$ cat config.mk
export PLATFORM = sky130hd
export DESIGN_NAME = mbox_cmd_seq
export DESIGN_NICKNAME = d
export VERILOG_FILES = /design/src/rtl/mbox_cmd_seq.sv
export SDC_FILE = /design/constraint.sdc
export NUM_CORES = 1
export LEC_CHECK = 0
export ABC_CLOCK_PERIOD_IN_PS = 7000
export BUFFER_PORTS_ARGS = -buffer_cell sky130_fd_sc_hd__buf_2
export CAP_MARGIN = 10
export CORE_MARGIN = 1.5
export CORE_UTILIZATION = 48
export DETAILED_ROUTE_END_ITERATION = 6
export PLACE_DENSITY = 0.64
export SYNTH_ARGS = -nofsm -noshare
export SYNTH_HDL_FRONTEND = slang
export SYNTH_SLANG_ARGS = --single-unit
$ cat constraint.sdc
create_clock -name clk -period 7 [get_ports clk]
set_clock_uncertainty 0.15 [all_clocks]
set_input_delay 0.35 -clock clk [delete_from_list [all_inputs] [get_ports clk]]
set_output_delay 0.35 -clock clk [all_outputs]
set_load 0.01 [all_outputs]
$ cat src/rtl/mbox_cmd_seq.sv
module mbox_cmd_seq #(
  parameter int ADDR_W   = 12,
  parameter int MSG_BASE = 'h100,
  parameter int DB_OFF   = 'h10,
  parameter int HM_OFF   = 'h14,
  parameter int POLL_MAX = 200000,
  parameter int POLL_GAP = 500
) (
  input  logic              clk,
  input  logic              rst_n,
  input  logic              start,
  input  logic [3:0]        cmd_idx,
  output logic              bus_valid,
  output logic              bus_write,
  output logic [ADDR_W-1:0] bus_addr,
  output logic [31:0]       bus_wdata,
  input  logic [31:0]       bus_rdata,
  output logic              busy,
  output logic              done,
  output logic [4:0]        status,
  output logic              rep_msgram,
  output logic              rep_fatal,
  output logic [31:0]       rep_addr
);

  localparam int PCNT_W = (POLL_MAX > 1) ? $clog2(POLL_MAX) : 1;
  localparam int GCNT_W = (POLL_GAP > 1) ? $clog2(POLL_GAP) : 1;
  localparam logic [PCNT_W-1:0] PLAST = PCNT_W'(POLL_MAX - 1);
  localparam logic [GCNT_W-1:0] GLAST = GCNT_W'((POLL_GAP > 0) ? POLL_GAP - 1 : 0);

  typedef enum logic [2:0] {
    S_IDLE, S_WR, S_RING, S_POLL, S_WAIT, S_RD, S_CLR, S_EVAL
  } st_t;

  st_t               st;
  logic [2:0]        widx;
  logic [1:0]        cmd_q;
  logic              rej_q, tout_q;
  logic [31:0]       resp_q;
  logic [31:0]       rw [5];
  logic [PCNT_W-1:0] pcnt;
  logic [GCNT_W-1:0] gcnt;

  function automatic logic [31:0] req_word(input logic [1:0] c, input logic [2:0] i);
    case (i)
      3'd1:    req_word = (c == 2'd0) ? 32'd1 : 32'd2;
      3'd3:    req_word = (c == 2'd2) ? 32'd2 : 32'd1;
      3'd4:    req_word = 32'd4 + 32'(c);
      default: req_word = 32'd1;
    endcase
  endfunction

  function automatic logic [4:0] low_flag(input logic [31:0] v);
    low_flag = 5'd0;
    for (int i = 30; i >= 0; i--)
      if (v[i]) low_flag = 5'(i + 1);
  endfunction

  wire [ADDR_W-1:0] word_addr = ADDR_W'(MSG_BASE) + ADDR_W'({widx, 2'b00});
  wire [31:0]       sum4      = rw[0] + rw[1] + rw[2] + rw[3];
  wire [4:0]        code      = tout_q            ? 5'd5 :
                                rej_q             ? 5'd2 :
                                (sum4 != rw[4])   ? 5'd3 :
                                (resp_q == 32'd1) ? 5'd0 : low_flag(resp_q);
  wire [3:0]        loc_type  = rw[3][31:28];
  wire [31:0]       loc_off   = {4'd0, rw[3][27:0]};

  assign busy = (st != S_IDLE);

  always_comb begin
    bus_valid = 1'b0;
    bus_write = 1'b0;
    bus_addr  = '0;
    bus_wdata = '0;
    case (st)
      S_WR:   begin bus_valid = 1'b1; bus_write = 1'b1; bus_addr = word_addr; bus_wdata = req_word(cmd_q, widx); end
      S_RING: begin bus_valid = 1'b1; bus_write = 1'b1; bus_addr = ADDR_W'(DB_OFF); bus_wdata = 32'd1; end
      S_POLL: begin bus_valid = 1'b1; bus_addr = ADDR_W'(HM_OFF); end
      S_RD:   begin bus_valid = 1'b1; bus_addr = word_addr; end
      S_CLR:  begin bus_valid = 1'b1; bus_write = 1'b1; bus_addr = ADDR_W'(HM_OFF); end
      default: ;
    endcase
  end

  always_ff @(posedge clk or negedge rst_n) begin
    if (!rst_n) begin
      st         <= S_IDLE;
      widx       <= '0;
      cmd_q      <= '0;
      rej_q      <= 1'b0;
      tout_q     <= 1'b0;
      resp_q     <= '0;
      pcnt       <= '0;
      gcnt       <= '0;
      done       <= 1'b0;
      status     <= '0;
      rep_msgram <= 1'b0;
      rep_fatal  <= 1'b0;
      rep_addr   <= '0;
      for (int i = 0; i < 5; i++) rw[i] <= '0;
    end else begin
      done <= 1'b0;
      case (st)
        S_IDLE: if (start) begin
          cmd_q  <= cmd_idx[1:0];
          rej_q  <= (cmd_idx > 4'd2);
          tout_q <= 1'b0;
          widx   <= '0;
          pcnt   <= '0;
          st     <= (cmd_idx > 4'd2) ? S_EVAL : S_WR;
        end
        S_WR: begin
          widx <= widx + 3'd1;
          if (widx == 3'd4) st <= S_RING;
        end
        S_RING: st <= S_POLL;
        S_POLL: begin
          if (bus_rdata != 32'd0) begin
            resp_q <= bus_rdata;
            widx   <= '0;
            st     <= S_RD;
          end else if (pcnt == PLAST) begin
            tout_q <= 1'b1;
            st     <= S_CLR;
          end else begin
            pcnt <= pcnt + 1'b1;
            gcnt <= '0;
            st   <= (POLL_GAP > 0) ? S_WAIT : S_POLL;
          end
        end
        S_WAIT: begin
          gcnt <= gcnt + 1'b1;
          if (gcnt == GLAST) st <= S_POLL;
        end
        S_RD: begin
          rw[widx] <= bus_rdata;
          widx     <= widx + 3'd1;
          if (widx == 3'd4) st <= S_CLR;
        end
        S_CLR: st <= S_EVAL;
        S_EVAL: begin
          done       <= 1'b1;
          status     <= code;
          rep_msgram <= 1'b0;
          rep_fatal  <= 1'b0;
          rep_addr   <= '0;
          if (code == 5'd0) begin
            if (loc_type == 4'd1) begin
              rep_msgram <= 1'b1;
              rep_addr   <= 32'(MSG_BASE) + loc_off;
            end else if (loc_type == 4'd0) begin
              rep_addr   <= loc_off;
            end else begin
              rep_fatal  <= 1'b1;
            end
          end
          st <= S_IDLE;
        end
        default: st <= S_IDLE;
      endcase
    end
  end

endmodule

# == Yosys cells after proc, flatten, opt, wreduce, memory -nomap -nowiden ==
# Index checks and enable logic that the tools add are counted.
# op_classes
n_reduce_logical,21
magnitude_cmp,3
addsub,9
n_bitwise,1
eq_ne,24
n_mux,76
# op_table
operator,n
2-to-1 mux 5 bit,35
bitwise mux 160 bit,1
adder 32 bit,3
demux 32 bit (select 3 bit),1
2-to-1 mux 29 bit,2
2-to-1 mux 18 bit,3
one-hot mux 18 bit (2 select lines),1
"== test 32 x 1 -> 1 bit, second input constant",1
2-to-1 mux 32 bit,1
!= test 32 bit,1
nonzero test 32 bit,1
one-hot mux 10 bit (3 select lines),1
"adder 9 x 28 -> 29 bit, first input constant",1
2-to-1 mux 28 bit,1
one-hot mux 3 bit (8 select lines),1
2-to-1 mux 3 bit,7
"adder 18 x 1 -> 18 bit, second input constant",1
"== test 18 bit, second input constant",1
2-to-1 mux 9 bit,2
one-hot mux 9 bit (2 select lines),1
"!= test 2 bit, second input constant",8
"== test 3 bit, second input constant",5
one-hot mux 4 bit (3 select lines),1
AND reduction 4 bit,3
other kinds (30),51
# totals
regBits,269
inputBits,39
wordCells,152
output_inout_bits,87

# == Depth between registers and ports, before layout ==
# Gate-level depths: netlist (run 1).
# depth
depth_word,37
depth_mapped,16
ltp_nobuf,14

# == Least setup slack after synthesis (run 1) ==
# OpenSTA, ideal clock, no wires.
# synth_path
path_type,reg2reg
from,reg rw[65] in the netlist's numbering
to,reg rep_addr[10]
path_buffers,2
synth_period_minus_slack_ns,4.635
required_ns,6.776
slack_ns,2.365
arrival_time_ns,4.411
path_stages_with_launch,17
setup_ns,0.074
path_cell_list,dfrtp_1 > fa_1 > fa_1 > ha_1 > inv_1 > fa_1 > and2b_1 > o2111ai_4 > a21oi_4 > nor2_2 > or4_1 > a211oi_2 > nand4_1 > or4_1 > buf_6 > buf_6 > o21ai_2
# synth_via
elab_chain_len,8
# synth_rtl
element,line_no,rtl
"start, declared",40,logic [31:0] rw [5];
"start signal, assigned by index",136,rw[widx] <= bus_rdata;
adder 32 bit (2 in a row),60,wire [31:0] sum4 = rw[0] + rw[1] + rw[2] + rw[3];
!= test 32 bit,63,(sum4 != rw[4]) ? 5'd3 :
2-to-1 mux 5 bit,63,
2-to-1 mux 5 bit,62,rej_q ? 5'd2 :
2-to-1 mux 5 bit,61,wire [4:0] code = tout_q ? 5'd5 :
zero test 5 bit,147,if (code == 5'd0) begin
2-to-1 mux 29 bit,147,
"end signal, assigned",150,rep_addr <= 32'(MSG_BASE) + loc_off;
"end signal, assigned",152,rep_addr <= loc_off;
"end, declared",23,output logic [31:0] rep_addr
# No other way between the ends.
# A chain may end at the register's enable or synchronous reset.

# == Worst setup path in the final report (run 1) ==
# layout_path
from,reg rw[65] in the netlist's numbering
to,reg status[0]
# layout_via
elab_chain_len,6
# layout_rtl
element,line_no,rtl
adder 32 bit (2 in a row),60,
!= test 32 bit,63,
2-to-1 mux 5 bit,63,
2-to-1 mux 5 bit,62,
2-to-1 mux 5 bit,61,
"end signal, assigned",143,status <= code;
"end, declared",20,"output logic [4:0] status,"
# No other way between the ends.

==> results.json, run 1 <==
{
  "hold_path.class": "in -> reg",
  "core_um2": 31800,
  "hold_viol": 0,
  "status": "completed",
  "ant_nets": 0,
  "port_buffers": 85,
  "clk_path_buf_depth": 3,
  "cp.required_ns": 7.29,
  "cp-start-kind": "flip-flop",
  "cts.sinks": 266,
  "wire_per_inst_um": 21.0,
  "relSlewSlack_pct": 28.5,
  "seq_area_frac_synth_pct": 42.7,
  "initial_core_util_pct": 49.0,
  "crit_fanout": 33,
  "synth-edff-count": 0,
  "grt_remaining_overflow": 0,
  "crit_type": "reg -> reg",
  "max_freq_mhz": 179,
  "fin_setup_tns_ns": 0,
  "syn_inst": 1396,
  "yosys-top-cells-area": "dfrtp_1 (43%), mux2_2 (14%), fa_1 (8.0%)",
  "syn_area_um2": 15600,
  "period_minus_slack_ns": 5.60,
  "maxCapViolCount": 0,
  "routabilityCongestion": 0.929,
  "yosysWarnings": 0,
  "drt_iter0_drc": 766,
  "synth.avg_cell_area_um2": 11.2,
  "slew_viol_final": 0,
  "fin_crit_sh_pct": 79.9,
  "die_x_um": 183,
  "ys_top_cells_by_count": "dfrtp_1 (266), mux2_2 (195), nand2_1 (116)",
  "synth.distinct_cells": 79,
  "die-area_um2": 33600,
  "diodes": 0,
  "rows": 65,
  "rsz0062_at_grt": "false",
  "ioPinCount": 126,
  "cts_tree": "done",
  "antenna_found_initial": 0,
  "setup_violations": 0,
  "dp_hpwl_um": 30000,
  "dr.pass1.iters": 5,
  "nFillCells": 2736,
  "stdcell_area_um2": 17500,
  "yosysMostFrequentCell": "dfrtp_1",
  "drc": 0,
  "viasPerCell": 5.73,
  "placed_area_um2": 16300,
  "fp.dieH_um": 183,
  "crit_path_end_kind": "flip-flop",
  "cts_buffers": 30,
  "area_growth_pct": 12.4,
  "synth_area_leader_cell": "dfrtp_1",
  "wirelength_um": 40900,
  "path_clk_slew_ns": 0.06,
  "dr_total_vias": 11100,
  "grt_pass1_vias": 11400,
  "grt_pass1_wl_um": 65800,
  "grt_max_degree": 173,
  "drive_gt1_share_pct": 26.4,
  "ys.flop_type": "dfrtp_1",
  "synth.ff_latch_count": 266,
  "clkLatencyLatePin_ns": 0.58,
  "cp.arrival_ns": 5.89,
  "cts_max_level": 1,
  "clock-root-buffer": "clkbuf_16",
  "groute.usage.overall_pct": 25.4,
  "async_flop_share_pct": 100,
  "tightest_slew_ns": 1.07,
  "synth_top_area_share_pct": 42.7,
  "fin_nets": 1623,
  "postCtsSetupBuffers": 0
}
## stage by stage
step                instances  hold slack (ns)  setup WS [ns]  utilization, %
finish                   1943           0.0110           1.40            55.1
global placement         1868            0.254           1.53            51.3
CTS                      1943          0.00121           1.40            55.1
detailed placement       1868            0.257           1.45            51.3
global route             1943           0.0128           1.14            55.1
floorplan                1435          -0.0956           2.36               -
## layout by cell type (no fill, tap or decap), types with 21 or more instances in the layout
cell type  count
dfrtp_1      266
mux2_2       195
nand2_1      116
buf_2         84
nor2_1        76
fa_1          62
a21oi_1       56
nand4_1       56
o21ai_0       49
xnor2_1       43
xor2_1        41
conb_1        40
ha_1          38
o21ai_2       31
clkbuf_16     31
nand3_1       21
## metal layers
layer  global-route usage, %  share of wire [%]  vias up
met4                    7.64                3.0        0
met5                       0                  0        -
met1                    36.4                 46     5651
li1                        -                  -     5129
met3                    3.75                4.7       72
met2                    40.0                 46      282
## final cells by class
class / instances / area [µm²] / area share [%]
multi-input combinational: 1050 / 8510 / 48.5
sequential: 266 / 6660 / 38.0
clock buffer: 41 / 853 / 4.87
timing repair buffer: 115 / 721 / 4.11
tap: 435 / 544 / 3.11
clock inverter: 15 / 163 / 0.928
inverter: 21 / 78.8 / 0.450
## state kept, by name, summed over array words and instances (netlist names)
signal      cells
cmd_q           2
done            1
gcnt            9
loc_off        28
loc_type        4
pcnt           18
rej_q           1
rep_addr       29
rep_fatal       1
rep_msgram      1
resp_q         32
rw            128
st              3
status          5
tout_q          1
widx            3
## repair_timing
action,CTS,global route
hold endpoints to repair,157,0
hold buffers,19,0
gates resized for setup,0,0
## kinds of logic (layout without fill, tap and decap cells)
| group | count (synthesis) | count (layout) | share of synthesized area, % |
|---|---|---|---|
| compound gates | 246 | 246 | 11.0 |
| buf+inv | 119 | 192 | 4.11 |
| fa+ha+maj | 100 | 100 | 11.0 |
| flops | 266 | 266 | 42.7 |
| mux | 199 | 199 | 14.3 |
| other cells | 1 | 40 | 0.0240 |
| xor+xnor | 84 | 84 | 4.72 |
| simple gates | 381 | 381 | 12.2 |
## critical path: stages (launching register included)
cell and delay [ns]:
dfrtp_1 0.40, fa_1 0.51, fa_1 0.53, ha_1 0.20
inv_1 0.06, fa_1 0.42, and2b_1 0.26, o2111ai_4 0.18
a2111oi_4 0.47, nor3_1 0.10, mux2_2 0.28, nor4_1 0.36
nand4_1 0.14, or4_2 0.77, buf_4 0.36, o21a_1 0.26
## final timing paths
path / start / endpoint / slack, ns / cells after the start
max reg2reg: rw[65] / status[0] / 1.40 / 15
min: bus_rdata[31] / rw[95] / 0.01 / 2
max in group asynchronous: rst_n / loc_off[8] / 5.10 / 3
min reg2reg: rep_addr[2] / rep_addr[2] / 0.32 / 2
min in group asynchronous: rst_n / gcnt[5] / 0.22 / 2
max: rw[65] / status[0] / 1.40 / 15
Power of run 1 is left out: the tool's default activity adds up to more than one toggle a clock period on the data nets, which glitch-free logic cannot reach.
==> inputs of run 2 (changes only) <==
--- a/config.mk
+++ b/config.mk
@@ -5,7 +5,8 @@
 export SDC_FILE = /design/constraint.sdc
 export NUM_CORES = 1
 export LEC_CHECK = 0
-export ABC_CLOCK_PERIOD_IN_PS = 7000
+export ABC_AREA = 1
+export ABC_CLOCK_PERIOD_IN_PS = 5530
 export BUFFER_PORTS_ARGS = -buffer_cell sky130_fd_sc_hd__buf_2
 export CAP_MARGIN = 10
 export CORE_MARGIN = 1.5
==> constraint.sdc (replaced) <==
create_clock -name clk -period 5.53 [get_ports clk]
set_clock_uncertainty 0.15 [all_clocks]
set_input_delay 0.2765 -clock clk [delete_from_list [all_inputs] [get_ports clk]]
set_output_delay 0.2765 -clock clk [all_outputs]
set_load 0.01 [all_outputs]
==> run 2 against run 1 <==
Sequential share of layout area down 0.62 points. Synthesized cell count up 35%. Design area up 1.7%. Setup slack worse by 1.0 ns. Routed wire length down 0.47%. Critical path type unchanged. Utilization down 0.073 points. Non-clock buffer count up 22. Via count up 17%. Count of clock-buffer cells in the layout up 8. First-iteration DRC count up 19%.
==> results.json, run 2 <==
{
  "routabilityCongestion": 0.950,
  "cp_common_cell": "nand2_1",
  "cts_buffers": 30,
  "synth_top_area_share_pct": 42.4,
  "groute.usage.overall_pct": 25.0,
  "status": "completed",
  "yosysMostFrequentCell": "nand2_1",
  "synth.ff_latch_count": 266,
  "slew_viol_final": 0,
  "postCtsSetupBuffers": 0,
  "hold_viol": 0,
  "wirelength_um": 40700,
  "grt_pass1_vias": 12800,
  "synth-edff-count": 0,
  "cp-start-kind": "flip-flop",
  "cp.required_ns": 5.83,
  "diodes": 0,
  "crit_fanout": 30,
  "crit_buf_inv": 4,
  "rows": 66,
  "synth.avg_cell_area_um2": 8.31,
  "grt_max_degree": 121,
  "slowest_delay_ns": 0.54,
  "crit_path_end_kind": "flip-flop",
  "drive_gt1_share_pct": 10.0,
  "maxCapViolCount": 0,
  "port_buffers": 85,
  "reg.largest.list": "rw (128), resp_q (32), rep_addr (29)",
  "max_freq_mhz": 195,
  "top_usage_layer": "met2",
  "multiInputGateArea_um2": 7890,
  "die-area_um2": 33800,
  "top_register": "rw",
  "area_growth_pct": 13.6,
  "syn_inst": 1888,
  "cp_slowest_cell": "fa_1",
  "ys_top_cells_by_count": "nand2_1 (495), dfrtp_1 (266), o21ai_0 (235)",
  "clkLatencyLatePin_ns": 0.59,
  "fin_setup_tns_ns": 0,
  "grt_remaining_overflow": 0,
  "rsz0062_at_grt": "false",
  "cts_max_level": 1,
  "async_flop_share_pct": 100,
  "ys.flop_type": "dfrtp_1",
  "cp.arrival_ns": 5.43,
  "die_x_um": 184,
  "period_minus_slack_ns": 5.13,
  "grt_pass1_wl_um": 67100,
  "wire_per_inst_um": 16.5,
  "antenna_found_initial": 0,
  "ioPinCount": 126,
  "dp_hpwl_um": 30100,
  "largest_register_ffs": 128,
  "met3_usage_pct": 4.20,
  "dr_total_vias": 13000,
  "fp.dieH_um": 184,
  "most-common-layout-cells": "nand2_1 (495), dfrtp_1 (266), o21ai_0 (235)",
  "path_clk_slew_ns": 0.06,
  "clk_path_buf_depth": 3,
  "nFillCells": 3114,
  "drt_iter0_drc": 913,
  "hold_path.class": "in -> reg",
  "syn_area_um2": 15700,
  "final-seq-area_um2": 6660,
  "yosysWarnings": 0,
  "cts_tree": "done",
  "viasPerCell": 5.29,
  "synth.distinct_cells": 58,
  "yosys-top-cells-area": "dfrtp_1 (42%), nand2_1 (12%), fa_1 (7.9%)",
  "synth_area_leader_cell": "dfrtp_1",
  "fin_nets": 2139,
  "critPathTopFamily": "simple AND/OR/NAND/NOR gates",
  "setup_violations": 0,
  "dr.pass1.iters": 6,
  "clock-root-buffer": "clkbuf_16",
  "fin_crit_sh_pct": 92.8,
  "ant_nets": 0,
  "core_um2": 32400,
  "crit_type": "reg -> reg",
  "relSlewSlack_pct": 41.1,
  "global_route.usage.met1_pct": 35.8,
  "seq_area_frac_synth_pct": 42.4,
  "met2_usage_pct": 39.3,
  "initial_core_util_pct": 48.5,
  "final_common_cell": "nand2_1",
  "cts.sinks": 266,
  "tightest_slew_ns": 0.875,
  "drc": 0
}
## run 2: kinds of logic after synthesis
logic type | synth area share (%)
AO/OA/AOI/OAI | 12.3
XOR/XNOR | 2.93
adder cells (fa/ha/maj) | 10.9
buffers and inverters | 8.28
flip-flops | 42.4
multiplexers | 0.0718
other | 0.0239
AND/OR/NAND/NOR | 23.0
## run 2: worst register-to-register path, delay by kind of cell, from the launching register on
family	cells	cell delay [ns]
simple gates	19	2.09
fa+ha+maj	4	1.71
buf+inv	4	0.47
flops	1	0.40
xor+xnor	1	0.20
## run 2: cell type report
class,count,area share [%]
inverters,201,4.24
multi-input cells,1364,44.3
well taps,442,3.10
flip-flops and latches,266,37.4
clock buffers,49,5.18
clock inverters,5,0.583
repair buffers,137,5.24
## run 2: stage by stage
step	setup WS [ns]	cell area (µm²)	cells	util [%]	hold WS, ns
final	0.399	17800	2464	55.0	0.0429
after CTS	0.427	17800	2464	55.0	0.00499
after floorplan	1.39	15800	1927	-	-0.169
after detailed placement	0.470	16400	2372	50.7	0.196
after global placement	0.603	16400	2372	50.7	0.198
after global routing	0.0571	17800	2464	55.0	0.0656
## run 2: repair_timing
action,4_1_cts,5_1_grt
endpoints found under the hold margin,244,0
resized for setup,0,0
endpoints found under the setup margin,0,0
hold buffers,38,0
## run 2: path summary, 6_finish.rpt
kind,start,endpoint,slack [ns],cells past startpoint
worst max-delay path,rw[65],rep_addr[21],0.40,28
worst min-delay path,cmd_idx[3],st[1],0.04,5
worst max register to register,rw[65],rep_addr[21],0.40,28
worst min register to register,status[0],status[0],0.32,2
max in group asynchronous,rst_n,resp_q[19],3.79,3
min in group asynchronous,rst_n,rep_addr[7],0.14,2
## run 2: metal layers
metal  routed length, µm  part of all wire, %
met1               19000                   47
met2               18000                   44
met3                2590                  6.4
met4                1120                  2.8
met5                   0                    0
Power of run 2 is left out for the same reason.
